`src/rtl/smbee_pkg.sv`:
```
package smbee_pkg;

    localparam int DATA_W     = 8;
    localparam int DEF_ADDR_W = 7;
    localparam int DEF_PAGE_W = 3;

    // Bus events derived from the oversampled lines
    typedef struct packed {
        logic scl;     // synchronised clock level
        logic sda;     // synchronised data level
        logic rise;    // clock rose this cycle
        logic fall;    // clock fell this cycle
        logic start;   // data fell while clock high
        logic stop;    // data rose while clock high
    } smb_evt_t;

    typedef enum logic [2:0] {
        ST_IDLE,
        ST_RX,
        ST_ACK,
        ST_TX,
        ST_HACK,
        ST_SKIP
    } link_st_t;

    typedef enum logic [1:0] {
        K_DEV,
        K_ADDR,
        K_DATA
    } rx_kind_t;

endpackage

```
`src/rtl/smbee_line_sync.sv`:
```
module smbee_line_sync
    import smbee_pkg::*;
#(
    parameter int SYNC_STAGES = 2
) (
    input  logic     clk,
    input  logic     rst,
    input  logic     scl_i,
    input  logic     sda_i,
    output smb_evt_t evt
);

    logic [SYNC_STAGES-1:0] scl_pipe;
    logic [SYNC_STAGES-1:0] sda_pipe;
    logic                   scl_prev;
    logic                   sda_prev;
    logic                   scl_now;
    logic                   sda_now;

    always_ff @(posedge clk) begin
        if (rst) begin
            scl_pipe <= '1;
            sda_pipe <= '1;
            scl_prev <= 1'b1;
            sda_prev <= 1'b1;
        end else begin
            scl_pipe <= {scl_pipe[SYNC_STAGES-2:0], scl_i};
            sda_pipe <= {sda_pipe[SYNC_STAGES-2:0], sda_i};
            scl_prev <= scl_pipe[SYNC_STAGES-1];
            sda_prev <= sda_pipe[SYNC_STAGES-1];
        end
    end

    assign scl_now = scl_pipe[SYNC_STAGES-1];
    assign sda_now = sda_pipe[SYNC_STAGES-1];

    always_comb begin
        evt.scl   = scl_now;
        evt.sda   = sda_now;
        evt.rise  = scl_now & ~scl_prev;
        evt.fall  = ~scl_now & scl_prev;
        evt.start = scl_now & scl_prev & sda_prev & ~sda_now;
        evt.stop  = scl_now & scl_prev & ~sda_prev & sda_now;
    end

endmodule

```
`src/rtl/smbee_addr_ctr.sv`:
```
module smbee_addr_ctr #(
    parameter int AW = 7,
    parameter int PW = 3
) (
    input  logic          clk,
    input  logic          rst,
    input  logic          ld,
    input  logic [AW-1:0] ld_val,
    input  logic          inc_wr,
    input  logic          inc_rd,
    output logic [AW-1:0] addr
);

    logic [AW-1:0] ctr;

    always_ff @(posedge clk) begin
        if (rst) begin
            ctr <= '0;
        end else if (ld) begin
            ctr <= ld_val;
        end else if (inc_wr) begin
            ctr <= {ctr[AW-1:PW], ctr[PW-1:0] + {{(PW-1){1'b0}}, 1'b1}};
        end else if (inc_rd) begin
            ctr <= ctr + {{(AW-1){1'b0}}, 1'b1};
        end
    end

    assign addr = ctr;

    AST_WR_STAYS_IN_PAGE: assert property (@(posedge clk) disable iff (rst)
        $past(inc_wr && !ld) |-> (ctr[AW-1:PW] == $past(ctr[AW-1:PW])))
        else $error("write step left its page");

    AST_RD_WRAPS_TO_ZERO: assert property (@(posedge clk) disable iff (rst)
        ($past(inc_rd && !ld && !inc_wr) && $past(&ctr)) |-> (ctr == '0))
        else $error("read step from top did not wrap");

endmodule

```
`src/rtl/smbee_store.sv`:
```
module smbee_store
    import smbee_pkg::*;
#(
    parameter int AW = 7
) (
    input  logic              clk,
    input  logic              rst,
    input  logic              we,
    input  logic              lock,
    input  logic [AW-1:0]     addr,
    input  logic [DATA_W-1:0] wdata,
    output logic [DATA_W-1:0] rdata
);

    localparam int DEPTH = 1 << AW;

    logic [DEPTH-1:0][DATA_W-1:0] mem;

    for (genvar g = 0; g < DEPTH; g++) begin : g_row
        always_ff @(posedge clk) begin
            if (rst) begin
                mem[g] <= '0;
            end else if (we && !lock && (addr == AW'(g))) begin
                mem[g] <= wdata;
            end
        end
    end

    assign rdata = mem[addr];

    AST_LOCK_HOLDS: assert property (@(posedge clk) disable iff (rst)
        lock |=> $stable(mem))
        else $error("array changed while protected");

endmodule

```
`src/rtl/smbee_target.sv`:
```
module smbee_target
    import smbee_pkg::*;
#(
    parameter logic [6:0] DEV_ADDR = 7'h50,
    parameter int         ADDR_W   = DEF_ADDR_W,
    parameter int         PAGE_W   = DEF_PAGE_W
) (
    input  logic clk,
    input  logic rst,
    input  logic scl_i,
    input  logic sda_i,
    input  logic wp_i,
    output logic sda_oe_o
);

    smb_evt_t          ev;
    link_st_t          st;
    rx_kind_t          kind;
    logic [2:0]        bitcnt;
    logic [6:0]        sh;
    logic [6:0]        tx;
    logic              phase;
    logic              rd_mode;
    logic              hack;
    logic              oe;
    logic [7:0]        rx_byte;
    logic              quiet;
    logic              byte_end;
    logic              ld;
    logic              wr_req;
    logic              inc_rd;
    logic [ADDR_W-1:0] ctr;
    logic [7:0]        rd_data;

    smbee_line_sync #(.SYNC_STAGES(2)) u_sync (
        .clk   (clk),
        .rst   (rst),
        .scl_i (scl_i),
        .sda_i (sda_i),
        .evt   (ev)
    );

    // Pulses toward counter and store
    always_comb begin
        rx_byte  = {sh, ev.sda};
        quiet    = ~ev.start & ~ev.stop;
        byte_end = quiet && (st == ST_RX) && ev.rise && (bitcnt == 3'd7);
        ld       = byte_end && (kind == K_ADDR);
        wr_req   = byte_end && (kind == K_DATA);
        inc_rd   = quiet && (st == ST_TX) && ev.rise && (bitcnt == 3'd7);
    end

    smbee_addr_ctr #(.AW(ADDR_W), .PW(PAGE_W)) u_ctr (
        .clk    (clk),
        .rst    (rst),
        .ld     (ld),
        .ld_val (rx_byte[ADDR_W-1:0]),
        .inc_wr (wr_req),
        .inc_rd (inc_rd),
        .addr   (ctr)
    );

    smbee_store #(.AW(ADDR_W)) u_store (
        .clk   (clk),
        .rst   (rst),
        .we    (wr_req),
        .lock  (wp_i),
        .addr  (ctr),
        .wdata (rx_byte),
        .rdata (rd_data)
    );

    // Link-level sequencer
    always_ff @(posedge clk) begin
        if (rst) begin
            st      <= ST_IDLE;
            kind    <= K_DEV;
            bitcnt  <= '0;
            sh      <= '0;
            tx      <= '0;
            phase   <= 1'b0;
            rd_mode <= 1'b0;
            hack    <= 1'b0;
            oe      <= 1'b0;
        end else if (ev.start) begin
            st     <= ST_RX;
            kind   <= K_DEV;
            bitcnt <= '0;
            phase  <= 1'b0;
            oe     <= 1'b0;
        end else if (ev.stop) begin
            st    <= ST_IDLE;
            phase <= 1'b0;
            oe    <= 1'b0;
        end else begin
            unique case (st)
                ST_RX: begin
                    if (ev.rise) begin
                        sh     <= rx_byte[6:0];
                        bitcnt <= bitcnt + 3'd1;
                        if (bitcnt == 3'd7) begin
                            if (kind == K_DEV) begin
                                if (rx_byte[7:1] == DEV_ADDR) begin
                                    st      <= ST_ACK;
                                    rd_mode <= rx_byte[0];
                                end else begin
                                    st <= ST_SKIP;
                                end
                            end else begin
                                st <= ST_ACK;
                            end
                        end
                    end
                end
                ST_ACK: begin
                    if (ev.fall) begin
                        if (!phase) begin
                            oe    <= 1'b1;
                            phase <= 1'b1;
                        end else begin
                            phase  <= 1'b0;
                            bitcnt <= '0;
                            if (kind == K_DEV && rd_mode) begin
                                st <= ST_TX;
                                tx <= rd_data[6:0];
                                oe <= ~rd_data[7];
                            end else begin
                                st   <= ST_RX;
                                oe   <= 1'b0;
                                kind <= (kind == K_DEV) ? K_ADDR : K_DATA;
                            end
                        end
                    end
                end
                ST_TX: begin
                    if (ev.rise) begin
                        bitcnt <= bitcnt + 3'd1;
                        if (bitcnt == 3'd7) begin
                            st <= ST_HACK;
                        end
                    end else if (ev.fall) begin
                        tx <= {tx[5:0], 1'b0};
                        oe <= ~tx[6];
                    end
                end
                ST_HACK: begin
                    if (ev.rise) begin
                        hack  <= ~ev.sda;
                        phase <= 1'b1;
                    end else if (ev.fall) begin
                        if (!phase) begin
                            oe <= 1'b0;
                        end else begin
                            phase <= 1'b0;
                            if (hack) begin
                                st     <= ST_TX;
                                bitcnt <= '0;
                                tx     <= rd_data[6:0];
                                oe     <= ~rd_data[7];
                            end else begin
                                st <= ST_SKIP;
                                oe <= 1'b0;
                            end
                        end
                    end
                end
                default: begin
                    oe <= 1'b0;
                end
            endcase
        end
    end

    assign sda_oe_o = oe;

    AST_OE_MOVES_SCL_LOW: assert property (@(posedge clk) disable iff (rst)
        !$stable(sda_oe_o) |-> !$past(ev.scl))
        else $error("SDA enable moved with clock high");

    AST_FOREIGN_RELEASED: assert property (@(posedge clk) disable iff (rst)
        (st == ST_SKIP) |-> !sda_oe_o)
        else $error("SDA held while ignoring");

    AST_IDLE_RELEASED: assert property (@(posedge clk) disable iff (rst)
        (st == ST_IDLE) |-> !sda_oe_o)
        else $error("SDA held while idle");

endmodule

```
`config.mk`:
```
export PLATFORM = sky130hd
export DESIGN_NAME = smbee_target
export DESIGN_NICKNAME = d
export VERILOG_FILES = /design/src/rtl/smbee_pkg.sv /design/src/rtl/smbee_line_sync.sv /design/src/rtl/smbee_addr_ctr.sv /design/src/rtl/smbee_store.sv /design/src/rtl/smbee_target.sv
export SDC_FILE = /design/constraint.sdc
export NUM_CORES = 2
export LEC_CHECK = 0
export BUFFER_PORTS_ARGS = -buffer_cell sky130_fd_sc_hd__buf_4
export CAP_MARGIN = 20
export CORE_ASPECT_RATIO = 1.4
export CORE_MARGIN = 2
export CORE_UTILIZATION = 25
export DETAILED_ROUTE_END_ITERATION = 6
export GPL_TIMING_DRIVEN = 0
export PLACE_DENSITY = 0.4
export SLEW_MARGIN = 15
export SYNTH_ARGS = -nofsm -noshare
export SYNTH_HDL_FRONTEND = slang
export SYNTH_HIERARCHICAL = 1
export SYNTH_SLANG_ARGS = --single-unit
```
`constraint.sdc`:
```
create_clock -name clk -period 4.56 [get_ports clk]
set_input_delay 0.684 -clock clk [delete_from_list [all_inputs] [get_ports clk]]
set_output_delay 0.684 -clock clk [all_outputs]
set_load 0.02 [all_outputs]
```
Word level (Yosys, flattened, before mapping)
Index checks and enable logic that the tools add are counted.
Storage, ports and cells
  input port bits: 5
  word-level logic and storage cells: 543
  register bits after elaboration: 1063
Cells by class
  bitwise gates (word level): 18
  mux-type cells: 55
  reductions and logical operators: 162
  magnitude comparators: 1
  eq/ne operators: 160
  $add $sub $neg: 3
Operator list (count)
  $eq A7 B7 Y1 const B: 65
  $eq A7 B6 Y1 const B: 32
  $logic_and A1 B1 Y1: 138
  $eq A7 B5 Y1 const B: 16
  $mux W7: 12
  $mux W3: 19
  $bmux W8 S7: 1
  $eq A7 B4 Y1 const B: 8
  $eq A7 B3 Y1 const B: 4
  $ne A4 B4 Y1 const B: 7
  $ne A2 B2 Y1 const B: 12
  $pmux W7 S3: 1
  $reduce_and A10 Y1: 2
  $mux W1: 15
  $eq A7 B2 Y1 const B: 2
  $pmux W3 S4: 1
  $reduce_and A12 Y1: 1
  $not A1 Y1: 10
  $pmux W3 S3: 1
  $reduce_and A9 Y1: 1
  $reduce_bool A3 Y1: 3
  $and A1 B1 Y1: 8
  $lt A7 B8 Y1 const B: 1
  $mux W8: 1
  other kinds (28): 38

Depth between registers and ports, before layout
  depth after elaboration: 11
  depth in mapped cells: 14

Hierarchy
Netlist, hierarchy kept.
Modules (own cells, without submodules)
  smbee_store: area each 46020.4 um^2, cells an instance 5051, times used 1, sequential area each 20499.7 um^2
  smbee_target: area each 1572.8 um^2, cells an instance 186, times used 1, sequential area each 520.5 um^2
  smbee_addr_ctr: area each 377.9 um^2, cells an instance 46, times used 1, sequential area each 140.1 um^2
  smbee_line_sync: area each 205.2 um^2, cells an instance 18, times used 1, sequential area each 120.1 um^2

Least setup slack after synthesis
Ideal clock, no wire load.
  kind: register to register
  start: reg u_sync.scl_pipe[1]
  end: reg u_store/mem[776] in the netlist's numbering
  setup time: 0.132 ns
  path slack: 1.272 ns
  cell stages (with the launch flop): 15
  buffers on the path: 4
  arrival time: 3.156 ns
  cell sequence: dfxtp_1 and4b_1 or2_1 clkbuf_1 nor4_2 nand2_1 nor3b_1 nor2b_1 clkbuf_1 and3_1 clkbuf_1 buf_2 nand2_1 nand2_1 a21oi_1
RTL lines
  from (decl): RTL line smbee_line_sync.sv:13  | logic [SYNC_STAGES-1:0] scl_pipe;
  from (signal assigned): RTL line smbee_line_sync.sv:27  | scl_pipe <= {scl_pipe[SYNC_STAGES-2:0], scl_i};
  to (signal, indexed assignment): RTL line smbee_store.sv:24  | mem[g] <= wdata;
  to (decl): RTL line smbee_store.sv:17  | logic [DEPTH-1:0][DATA_W-1:0] mem;

Worst setup path after layout
  start: reg u_ctr.ctr[6], in the netlist u_ctr/addr[6]
  end: reg tx[2]
On the way
  longest elaborated chain between the ends: 7
  elaborated cells on any way between the ends: 10
  those cells by class: 10 x mux
Ends and longest elaborated chain
  from (decl): RTL line smbee_addr_ctr.sv:14  | logic [AW-1:0] ctr;
  from (signal assigned): RTL line smbee_addr_ctr.sv:20  | ctr <= ld_val;
  from (signal assigned): RTL line smbee_addr_ctr.sv:22  | ctr <= {ctr[AW-1:PW], ctr[PW-1:0] + {{(PW-1){1'b0}}, 1'b1}};
  from (signal assigned): RTL line smbee_addr_ctr.sv:24  | ctr <= ctr + {{(AW-1){1'b0}}, 1'b1};
  $bmux W8 S7 (*): RTL line smbee_store.sv:29  | assign rdata = mem[addr];
  $mux W8 (not written as such) (*): RTL line smbee_store.sv:29
  via rd_data[2]: RTL line smbee_target.sv:33  | logic [7:0] rd_data;
  $mux W7: RTL line smbee_target.sv:155  | if (hack) begin
  $mux W7: RTL line smbee_target.sv:151  | if (!phase) begin
  $mux W7: RTL line smbee_target.sv:150  | end else if (ev.fall) begin
  $mux W7: RTL line smbee_target.sv:147  | if (ev.rise) begin
  $pmux W7 S3 (*): RTL line smbee_target.sv:96  | unique case (st)
  to (signal assigned): RTL line smbee_target.sv:125  | tx <= rd_data[6:0];
  to (signal assigned): RTL line smbee_target.sv:142  | tx <= {tx[5:0], 1'b0};
  to (signal assigned): RTL line smbee_target.sv:158  | tx <= rd_data[6:0];
  to (decl): RTL line smbee_target.sv:21  | logic [6:0] tx;
The timed path passes the listed nets; every way through them passes the cells marked *. The select of a mux whose other input is x is not followed.
A chain may end at the register's enable or synchronous reset.

==> out/results.txt <==
Vias in the first global route: 41700
Pre-CTS setup slack: -1180 ps
Max-capacitance violation count: 0
Worst skew pair latency: 790 ps
Wirelength per Cell: 33.2 um
Initial antenna violation count: 17
Routability cong.: 0.968
Synth warn: 6
Drt drc: 0
Post-route insts no fill: 8030
Sw Ratio: 23.1%
Worst hold slack: 101 ps
Outcome: complete, but fails checks
Critical path class: reg -> reg
First-pass GRT wire length: 360000 um
First drt pass iteration count: 6
Fill count: 20400
Cell Int Power: 14.9 mW
Largest net degree at the start of global routing: 16
Clk sinks: 1063
Unrepaired setup endpoints after global routing: false
Top Ports: 6
CP Capture Type: flip-flop
Worst min path class: in -> reg
Final setup vio count: 7
Iteration-0 DRC Markers: 4863
CORE AREA: 191000 um^2
Crit path time final: 4760 ps
Most common cell after layout, fill and taps aside: dfxtp_1
Clock share of power: 50.4%
Failing checks: negative setup slack
Fmax: 210 MHz
# nets final: 5446
Core Rows: 190
Maximum clock path buffer count: 3
Pleak: 18.7 nW
Commonest non-fill, non-tap cells in the layout: dfxtp_1 (1063), nand2_1 (799), a21oi_1 (701), nand3_1 (559), mux2i_1 (440)
Final worst path period share: 104%
HPWL Detailed: 194000 um
Die area: 196000 um^2
Root Driver: clkbuf_16
Post-Syn Area: 48200 um^2
Clock skew: 30.5 ps
CTS tree: yes
IO Port Bufs: 5
Worst Path Required: 5220 ps
Slew Limit Fails: 0
Vias: 43900
Avg Synthesized Cell Area: 9.09 um^2
Num CTS Buffers: 114
Die X-Extent: 375 um
Combinational Power Share: 1.7%
Pwr/cell area: 349 nW/um^2
Final wirelength: 266000 um
Hold Fails Final Rpt: 0
Total Power: 19.4 mW
Sequential group share of total power: 48.0%
CTS Hold Bufs: 0
P_sw: 4.48 mW
Synth Instances: 5300
Crit Path Max Fanout: 11
Share of cells above drive strength 1: 13.8%
Multi-input logic area: 24600 um^2
Antenna Nets Post-Route: 0
Crit path arrival time: 5420 ps
Initial Util: 25.2%
DP Cell Count: 7817
Worst slew pin tran: 1310 ps
Htree depth: 3
Startpoint types: flip-flop
Vias/cell: 5.47
Area Overhead vs Synth: 15.3%
Total GRT Usage: 26.5%
Worst vdd ir: 0.278 mV
Seq. cell area: 21300 um^2
Die H: 523 um
Worst-path clk slew: 60 ps
Worst rel slew slack: 12.8%
Global route overflow: 0
Setup slack after layout: -200 ps
Syn Nets: 5308
==> worst max-delay path, cell delays in order (launching register included) <==
cell      delay (ps)
dfxtp_1          740
clkbuf_2         770
buf_2            470
clkbuf_1         810
o31ai_1          480
nor4_2           380
buf_4            250
a32oi_2          190
nand2_1          150
a21oi_1           80
mux2_4           280
==> registers in the layout (all words and copies together), names as in the netlist <==
register / count
st: 3
u_ctr/addr: 7
sh: 7
kind: 2
tx: 7
u_sync/scl_pipe: 2
rd_mode: 1
sda_oe_o: 1
u_sync/sda_prev: 1
u_store/mem: 1024
hack: 1
u_sync/scl_prev: 1
u_sync/sda_pipe: 2
phase: 1
bitcnt: 3
==> worst paths after layout <==
check / from / endpoint / slack (ps) / cells past startpoint
worst max-delay path: u_ctr/addr[6] / tx[2] / -200 / 10
worst min-delay path: scl_i / u_sync/scl_pipe[0] / 100 / 2
worst max register to register: u_ctr/addr[6] / tx[2] / -200 / 10
worst min register to register: u_sync/sda_pipe[0] / u_sync/sda_pipe[1] / 410 / 1
==> stage by stage <==
| step | setup TNS (ps) | area, um^2 | util [%] |
|---|---|---|---|
| final | -666 | 55600 | 29.0 |
| after floorplan | 0 | 48200 | - |
| after global routing | 0 | 55600 | 29.0 |
| after CTS | 0 | 55500 | 29.0 |
| after global placement | -537580 | 51300 | 26.8 |
| after detailed placement | -321090 | 51600 | 27.0 |
==> routing by layer <==
layer | GRT usage [%] | share of wire (%) | vias to the layer above
met2 | 44.0 | 47 | 2146
met4 | 21.1 | 9.5 | 4
met5 | 0 | 0.010 | -
li1 | - | - | 19000
met3 | 4.84 | 7.0 | 725
met1 | 29.8 | 37 | 22000
==> power by group through the flow <==
stage | sequential (mW) | combinational, mW | clock (mW)
after CTS | 9.29 | 0.316 | 9.93
after detailed placement | 9.50 | 0.315 | 0
after global routing | 9.28 | 0.329 | 10.3
after floorplan | 9.50 | 0.152 | 0
final | 9.29 | 0.321 | 9.76
after global placement | 9.50 | 0.315 | 0
==> cell type report <==
class,instances,area share (%)
multi-input combinational,3708,44.2
antenna,4,0.0180
tap,2496,5.62
buffer,517,4.41
inverter,10,0.0676
sequential,1063,38.3
clock buffer,187,6.41
clock inverter,21,0.439
timing repair buffer,24,0.511
==> repair_timing <==
action	CTS	global route
endpoints found under the setup margin	729	85
setup buffers	3	0
pin swaps	1	0
gates resized for setup	31	9
Power figures use the tool's default switching activity.
